==> config.mk <==
export PLATFORM = sky130hd
export DESIGN_NAME = adc_out_formatter
export DESIGN_NICKNAME = d
export VERILOG_FILES = /design/src/rtl/aof_pkg.sv /design/src/rtl/aof_rate_ctrl.sv /design/src/rtl/aof_delay_line.sv /design/src/rtl/aof_launch.sv /design/src/rtl/adc_out_formatter.sv
export SDC_FILE = /design/constraint.sdc
export NUM_CORES = 1
export LEC_CHECK = 0
export CAP_MARGIN = 20
export CORE_MARGIN = 2
export CORE_UTILIZATION = 50
export CTS_CLUSTER_DIAMETER = 30
export DETAILED_ROUTE_END_ITERATION = 6
export PLACE_DENSITY = 0.79
export SETUP_SLACK_MARGIN = 0.15
export SYNTH_ARGS = -nofsm -noshare
export SYNTH_HDL_FRONTEND = slang
export SYNTH_SLANG_ARGS = --single-unit
==> constraint.sdc <==
create_clock -name clk -period 1.3 [get_ports clk]
set_input_delay 0.26 -clock clk [delete_from_list [all_inputs] [get_ports clk]]
set_output_delay 0.26 -clock clk [all_outputs]
set_load 0.005 [all_outputs]
==> src/rtl/aof_pkg.sv <==
package aof_pkg;

  // Bus arrangement, decoded from the two configuration pins.
  typedef enum logic [1:0] {
    ARR_DUAL_SLOW = 2'd0,  // 80 MHz input, one pair per two edges, two buses
    ARR_DUAL_FAST = 2'd1,  // 40 MHz input, one pair per edge, two buses
    ARR_SINGLE    = 2'd2   // 80 MHz input, A and B interleaved on one bus
  } arr_e;

  function automatic arr_e decode_arr(input logic rate_sel, input logic single_bus);
    if (single_bus)    return ARR_SINGLE;
    else if (rate_sel) return ARR_DUAL_FAST;
    else               return ARR_DUAL_SLOW;
  endfunction

endpackage

==> src/rtl/aof_rate_ctrl.sv <==
module aof_rate_ctrl
  import aof_pkg::*;
(
  input  logic clk,
  input  logic rst_n,
  input  arr_e arr,
  output logic in_ready
);

  logic full_rate;
  logic phase_q;

  assign full_rate = (arr == ARR_DUAL_FAST);

  // phase_q low marks the edge on which the internal 40 MHz sample tick lands
  always_ff @(posedge clk or negedge rst_n) begin
    if (!rst_n)         phase_q <= 1'b0;
    else if (full_rate) phase_q <= 1'b0;
    else                phase_q <= ~phase_q;
  end

  assign in_ready = full_rate | ~phase_q;

endmodule

==> src/rtl/aof_delay_line.sv <==
module aof_delay_line #(
  parameter int W     = 10,
  parameter int DEPTH = 9
) (
  input  logic                      clk,
  input  logic                      rst_n,
  input  logic                      push,
  input  logic [W-1:0]              in_a,
  input  logic [W-1:0]              in_b,
  output logic [DEPTH-1:0]          vld,
  output logic [DEPTH-1:0][W-1:0]   pa,
  output logic [DEPTH-1:0][W-1:0]   pb
);

  // Stage k holds the pair that was taken k edges ago; a bubble travels as vld=0.
  always_ff @(posedge clk or negedge rst_n) begin
    if (!rst_n) begin
      vld <= '0;
      pa  <= '0;
      pb  <= '0;
    end else begin
      vld[0] <= push;
      pa[0]  <= in_a;
      pb[0]  <= in_b;
      for (int k = 1; k < DEPTH; k++) begin
        vld[k] <= vld[k-1];
        pa[k]  <= pa[k-1];
        pb[k]  <= pb[k-1];
      end
    end
  end

endmodule

==> src/rtl/aof_launch.sv <==
module aof_launch
  import aof_pkg::*;
#(
  parameter int W = 10
) (
  input  logic         clk,
  input  logic         rst_n,
  input  arr_e         arr,
  input  logic         twos_fmt,
  input  logic         tap_a_vld,
  input  logic [W-1:0] tap_a_a,
  input  logic [W-1:0] tap_a_b,
  input  logic         tap_b_vld,
  input  logic [W-1:0] tap_b_b,
  output logic [W-1:0] dout_a,
  output logic [W-1:0] dout_b,
  output logic         strobe,
  output logic         strobe_n,
  output logic         out_valid
);

  localparam int LANES = 3;  // A word, paired B word, late B word

  logic [LANES-1:0][W-1:0] raw;
  logic [LANES-1:0][W-1:0] fmt;
  logic                    launch_a;
  logic                    launch_b;
  logic                    single;

  assign raw[0] = tap_a_a;
  assign raw[1] = tap_a_b;
  assign raw[2] = tap_b_b;

  // Offset binary to two's complement: flip the most significant bit.
  for (genvar g = 0; g < LANES; g++) begin : g_lane
    assign fmt[g] = raw[g] ^ {twos_fmt, {(W-1){1'b0}}};
  end

  assign single   = (arr == ARR_SINGLE);
  assign launch_a = tap_a_vld;
  assign launch_b = single & tap_b_vld & ~tap_a_vld;

  always_ff @(posedge clk or negedge rst_n) begin
    if (!rst_n) begin
      dout_a    <= '0;
      dout_b    <= '0;
      strobe    <= 1'b0;
      strobe_n  <= 1'b1;
      out_valid <= 1'b0;
    end else begin
      strobe    <= launch_a;
      strobe_n  <= ~launch_a;
      out_valid <= out_valid | launch_a | launch_b;
      if (launch_a) begin
        dout_a <= fmt[0];
        if (!single) dout_b <= fmt[1];
      end else if (launch_b) begin
        dout_a <= fmt[2];
      end
    end
  end

endmodule

==> src/rtl/adc_out_formatter.sv <==
module adc_out_formatter
  import aof_pkg::*;
#(
  parameter int W        = 10,
  parameter int LAT_SLOW = 8,   // edges from acceptance to launch, 80 MHz modes
  parameter int LAT_FAST = 4,   // edges from acceptance to launch, 40 MHz dual mode
  parameter int B_SKEW   = 1    // extra edges for channel B in single-bus output
) (
  input  logic         clk,
  input  logic         rst_n,
  input  logic         rate_sel,
  input  logic         single_bus,
  input  logic         twos_fmt,
  input  logic         oe_n,
  input  logic         pwr_down,
  input  logic         in_valid,
  output logic         in_ready,
  input  logic [W-1:0] in_a,
  input  logic [W-1:0] in_b,
  output logic [W-1:0] dout_a,
  output logic [W-1:0] dout_b,
  output logic         bus_a_en,
  output logic         bus_b_en,
  output logic         strobe,
  output logic         strobe_n,
  output logic         strobe_en,
  output logic         out_valid
);

  localparam int DEPTH    = LAT_SLOW + B_SKEW;
  localparam int TAP_SLOW = LAT_SLOW - 1;
  localparam int TAP_FAST = LAT_FAST - 1;
  localparam int TAP_LATE = DEPTH - 1;

  arr_e                    arr;
  logic                    push;
  logic                    drive_ok;
  logic [DEPTH-1:0]        vld;
  logic [DEPTH-1:0][W-1:0] pa;
  logic [DEPTH-1:0][W-1:0] pb;
  logic                    tap_a_vld;
  logic [W-1:0]            tap_a_a;
  logic [W-1:0]            tap_a_b;

  assign arr  = decode_arr(rate_sel, single_bus);
  assign push = in_valid & in_ready;

  aof_rate_ctrl u_rate (
    .clk      (clk),
    .rst_n    (rst_n),
    .arr      (arr),
    .in_ready (in_ready)
  );

  aof_delay_line #(.W(W), .DEPTH(DEPTH)) u_dly (
    .clk   (clk),
    .rst_n (rst_n),
    .push  (push),
    .in_a  (in_a),
    .in_b  (in_b),
    .vld   (vld),
    .pa    (pa),
    .pb    (pb)
  );

  // The channel-A tap depends on the rate; channel B uses the same tap in
  // dual-bus output and the late tap in single-bus output.
  always_comb begin
    if (arr == ARR_DUAL_FAST) begin
      tap_a_vld = vld[TAP_FAST];
      tap_a_a   = pa[TAP_FAST];
      tap_a_b   = pb[TAP_FAST];
    end else begin
      tap_a_vld = vld[TAP_SLOW];
      tap_a_a   = pa[TAP_SLOW];
      tap_a_b   = pb[TAP_SLOW];
    end
  end

  aof_launch #(.W(W)) u_launch (
    .clk       (clk),
    .rst_n     (rst_n),
    .arr       (arr),
    .twos_fmt  (twos_fmt),
    .tap_a_vld (tap_a_vld),
    .tap_a_a   (tap_a_a),
    .tap_a_b   (tap_a_b),
    .tap_b_vld (vld[TAP_LATE]),
    .tap_b_b   (pb[TAP_LATE]),
    .dout_a    (dout_a),
    .dout_b    (dout_b),
    .strobe    (strobe),
    .strobe_n  (strobe_n),
    .out_valid (out_valid)
  );

  assign drive_ok  = ~oe_n & ~pwr_down;
  assign bus_a_en  = drive_ok;
  assign bus_b_en  = drive_ok & (arr != ARR_SINGLE);
  assign strobe_en = drive_ok;

endmodule

# Word-level counts from Yosys, hierarchy flattened
# Index checks and enable logic that the tools add are counted.
[op_classes]
n_eq_ne = 3
n_mux = 8
bitwise = 16
n_reduce_logical = 2
[ops]
columns = ["op", "count"]
rows = [
  ["10-bit 2-to-1 mux", 4],
  ["10-bit bitwise XOR", 3],
  ["1-bit AND", 5],
  ["1-bit NOT", 5],
  ["1-bit 2-to-1 mux", 3],
  ["1-bit bitwise OR", 3],
  ["2-bit by 1-bit equality test with 1-bit output, second input constant", 1],
  ["2-bit equality test, second input constant", 1],
  ["2-bit 2-to-1 mux", 1],
  ["2-bit != test, second input constant", 1],
  ["2-bit AND reduction", 1],
  ["2-bit nonzero test", 1],
]
[word_totals]
ff_bits = 203
output_inout_bits = 27
wordCells = 53

# Logic depth before layout (Yosys ltp)
[depth]
word_depth = 8
ltp_mapped = 5
mapped_depth_nobuf = 3

# Cells and area by module
# From an unflattened synthesis, not the netlist that was laid out.
[unflattened]
hier_cells = 296
hier_area_um2 = 6118.4
[modules_own_cells]
columns = ["mod", "instances", "cells_per_inst", "area_each_um2", "seq_area_each_um2"]
rows = [
  ["aof_delay_line", 1, 189, 4729.5, 4729.5],
  ["aof_launch", 1, 74, 954.7, 576.8],
  ["adc_out_formatter", 1, 28, 384.1, 0.0],
  ["aof_rate_ctrl", 1, 5, 50.0, 25.0],
]

# Worst setup path after synthesis
# Ideal clock, no wire load.
[synth_timing]
kind = "input -> register"
startpoint = "in rate_sel"
endpoint = "reg u_launch.dout_b[3]"
setup_ns = 0.125
t_arrival_ns = 1.133
required_ns = 1.175
setup_slack_ns = 0.043
cell_stages = 4
cell_sequence = "nor2b_4 buf_6 mux2_1 mux2_2"
[synth_between]
elab_chain_cells = 5
[synth_lines]
columns = ["element", "line", "text"]
rows = [
  ["start, declared", "adc_out_formatter.sv:11", "input logic rate_sel,"],
  ["1-bit 2-to-1 mux *", "aof_pkg.sv:12", "else if (rate_sel) return ARR_DUAL_FAST;"],
  ["2-bit 2-to-1 mux *", "aof_pkg.sv:11", "if (single_bus) return ARR_SINGLE;"],
  ["2-bit by 1-bit equality test with 1-bit output / 2-bit equality test (equally long branches)", "adc_out_formatter.sv:69, aof_launch.sv:39", ""],
  ["10-bit 2-to-1 mux, or another cell as far along", "adc_out_formatter.sv:69", "if (arr == ARR_DUAL_FAST) begin"],
  ["10-bit bitwise XOR / 2-bit AND reduction (equally long branches)", "--", ""],
  ["end signal, assigned", "aof_launch.sv:56", "if (!single) dout_b <= fmt[1];"],
  ["end, declared", "aof_launch.sv:16", "output logic [W-1:0] dout_b,"],
]
# Every way passes the cells marked *; elsewhere a longest branch is shown, timed or not.
# A chain may end at the register's enable or synchronous reset.

# Final worst setup path
[layout_timing]
startpoint = "reg u_launch.strobe_n"
endpoint = "out strobe_n"
[layout_lines]
columns = ["element", "line", "text"]
rows = [
  ["start, declared", "aof_launch.sv:18", "output logic strobe_n,"],
  ["start signal, assigned", "aof_launch.sv:52", "strobe_n <= ~launch_a;"],
  ["end, declared", "adc_out_formatter.sv:25", "output logic strobe_n,"],
]
# No word-level cell between the ends.

==> metrics.yaml <==
arrival_ns: 1.07
hold_violations: 0
worst_pin_slew_ns: 0.349
ys_ff_latch: 203
worstHoldStart: "in_b[8]"
ys_seq_area_share_pct: 86.8
cts_tree: "built"
finalPower_mw: 17.4
nets: 440
core-area_mm2: 0.0114
slowest_stage: "dfstp_2"
slew_headroom_pct: 76.1
synth_area_leaders: "dfrtp_1 (86%), mux2i_1 (4.8%), mux2_2 (2.5%), mux2_1 (1.2%), dfstp_2 (0.45%)"
io_pins: 55
htree_levels: 2
wire_per_inst_um: 19.6
slowest_delay_ns: 0.51
leakage_nw: 3.77
hold_depth: 1
fmax_ghz: 0.754
dr.pass1.iters: 4
grt_pass1_wl_mm: 18.7
critPathCaptureType: "output pin"
initial_core_util_pct: 51.3
cp-startpoint: "u_launch.strobe_n"
rows: 39
cp_top_family: "flip-flops"
wl_met3_um: 505
powerDensity_mw_per_mm2: 2150
postSynthCellCount: 287
track_usage_pct: 19.3
die_area_mm2: 0.0126
clock_sinks: 203
yosysWarnings: 0
crit_fanout: 1
pre_cts_ws_ns: -0.623
numCtsBuffers: 35
avgViaCountPerCell: 4.85
wl_mm: 11.4
drtIter0Drc: 178
drv_cap: 0
path_buf_inv: 1
cp-start-kind: "register"
clock_path_buffers: 3
outcome: "finished with violations"
ys_types: 30
syn_area_mm2: 0.00586
ys.flop_type: "dfrtp_1"
timing.final.ws_setup_ns: -0.0268
reg2reg_from: "u_dly.vld[3]"
first_global_vias: 3374
reg2regPathDepth: 4
yosysTopAreaCellShare_pct: 86.3
path_class: "register to output pin"
drive_gt1_share_pct: 35.2
met1Wirelength_mm: 4.69
postSynthAreaPerCell_um2: 20.4
synth_edf_count: 0
hp-class: "input port to register"
finalSetupViolCount: 3
violations: "setup timing"
top_layer_used: "met4"
async_reset_ff_share_pct: 100
overflow: 0
die_w_um: 112
dp_hpwl_mm: 5.30
fin_skew_ns: 0.0271
die_h_um: 112
clockRootBuffer: "clkbuf_16"
path_clk_slew_ns: 0.07
met2_length_mm: 5.91
fin_crit_ns: 1.33
yosys.area.top_type: "dfrtp_1"
path_cells: "buf_2"
finalCritPeriodShare_pct: 102
diodes: 0
ir_worst_vdd_uv: 1820
rsz0062_at_grt: "yes"
gp_congestion: 0.829
syn2layout_area_growth_pct: 38.5
cp.depth: 1
drc: 0
ant_nets: 0
vias: 2814
grt_max_degree: 48
slew_violations: 0
critPathRequiredTime_ns: 1.04
fill_cells: 674
insertion_delay_ns: 0.48
portBuffers: 54
antenna_found_initial: 0
syn_nets: 315
## repair_timing
action                                  4_1_cts  5_1_grt
gates resized for setup                     127        9
setup buffers                                11        7
endpoints found under the setup margin       50       47
pin swaps                                     5        3
hold buffers                                  1        0
endpoints found under the hold margin        54        0
## cells in the mapped netlist, types with 2 or more instances
cell type / count
dfrtp_1: 202
mux2_2: 13
nand3b_1: 2
inv_1: 3
or4bb_1: 2
buf_6: 2
nand2_1: 2
o2111ai_1: 3
nand2b_1: 3
nor2_1: 2
mux2i_1: 28
nand4b_1: 2
mux2_1: 6
## registers in the layout, indices dropped and copies added (netlist names)
signal	cells
u_launch.strobe	1
u_dly.pa	80
u_launch.out_valid	1
u_dly.vld	9
u_dly.pb	90
u_launch.dout_a	10
u_launch.dout_b	10
u_launch.strobe_n	1
u_rate.phase_q	1
## logic make-up (layout without fill, tap and decap cells)
kind of cell           count (synthesis)  count (layout)  synth area share [%]
muxes                                 48              48                  8.68
AOI/OAI and AO/OA                      8               8                  1.05
buffers and inverters                  8             158                  1.05
DFF                                  203             203                  86.8
and+or+nand+nor                       20              20                  2.46
## through the flow
| step | cells | setup TNS (ns) | hold slack, ns | utilization (%) | cell area [µm²] |
|---|---|---|---|---|---|
| after floorplan | 287 | 0 | -0.0356 | - | 5860 |
| after global placement | 499 | -13.45 | 0.189 | 59.2 | 6760 |
| after detailed placement | 499 | -14.71 | 0.193 | 59.2 | 6760 |
| after CTS | 573 | -0.0692 | 0.196 | 70.3 | 8020 |
| after global routing | 580 | -0.278 | 0.216 | 71.0 | 8110 |
| final | 580 | -0.0554 | 0.210 | 71.0 | 8110 |
## routing by layer
metal,up-vias,track usage (%)
li1,1215,-
met1,1502,25.0
met2,74,32.4
met3,23,4.86
met4,0,6.75
met5,-,0
## power breakdown
group	total [mW]	internal [mW]	switching, mW
Clock	9.24	6.23	3.02
Sequential	7.03	6.79	0.237
Combinational	1.15	0.647	0.507
## cells in the final DEF (no fill, tap or decap), drive strengths merged
master and count:
nand2b 3, o21ai 1, dfstp 1, nor2b 2
nor3 1, a21boi 1, dlygate4sd2 2, nand2 3
nand4b 2, o22ai 1, clkbuf 47, inv 7
or4bb 2, a22o 1, buf 64, clkdlybuf4s15 3
bufinv 4, dfrtp 202, mux2 19, o211ai 1
clkdlybuf4s50 22, nor2 3, clkinv 7, or3 1
o2111ai 3, and2 1, mux2i 29, clkinvlp 1
dlygate4sd3 1, nand3b 2
## cell type report
class                           count  area (µm²)  area share (%)
Clock inverter                     16         209            2.58
Multi-Input combinational cell     76         800            9.86
Tap cell                          143         179            2.21
Sequential cell                   203        5080            62.7
Clock buffer                       46        1000            12.3
Timing Repair Buffer               93         827            10.2
Inverter                            3        11.3           0.139
## worst paths after layout
check / endpoint / slack, ns
max in group asynchronous: u_dly.vld[7] / 0.46
min in group asynchronous: u_dly.pb[23] / 0.25
max: strobe_n / -0.03
min: u_dly.pb[8] / 0.21
min reg2reg: u_dly.pa[55] / 0.33
max reg2reg: u_launch.dout_a[5] / -0.02
Power figures use the tool's default switching activity.
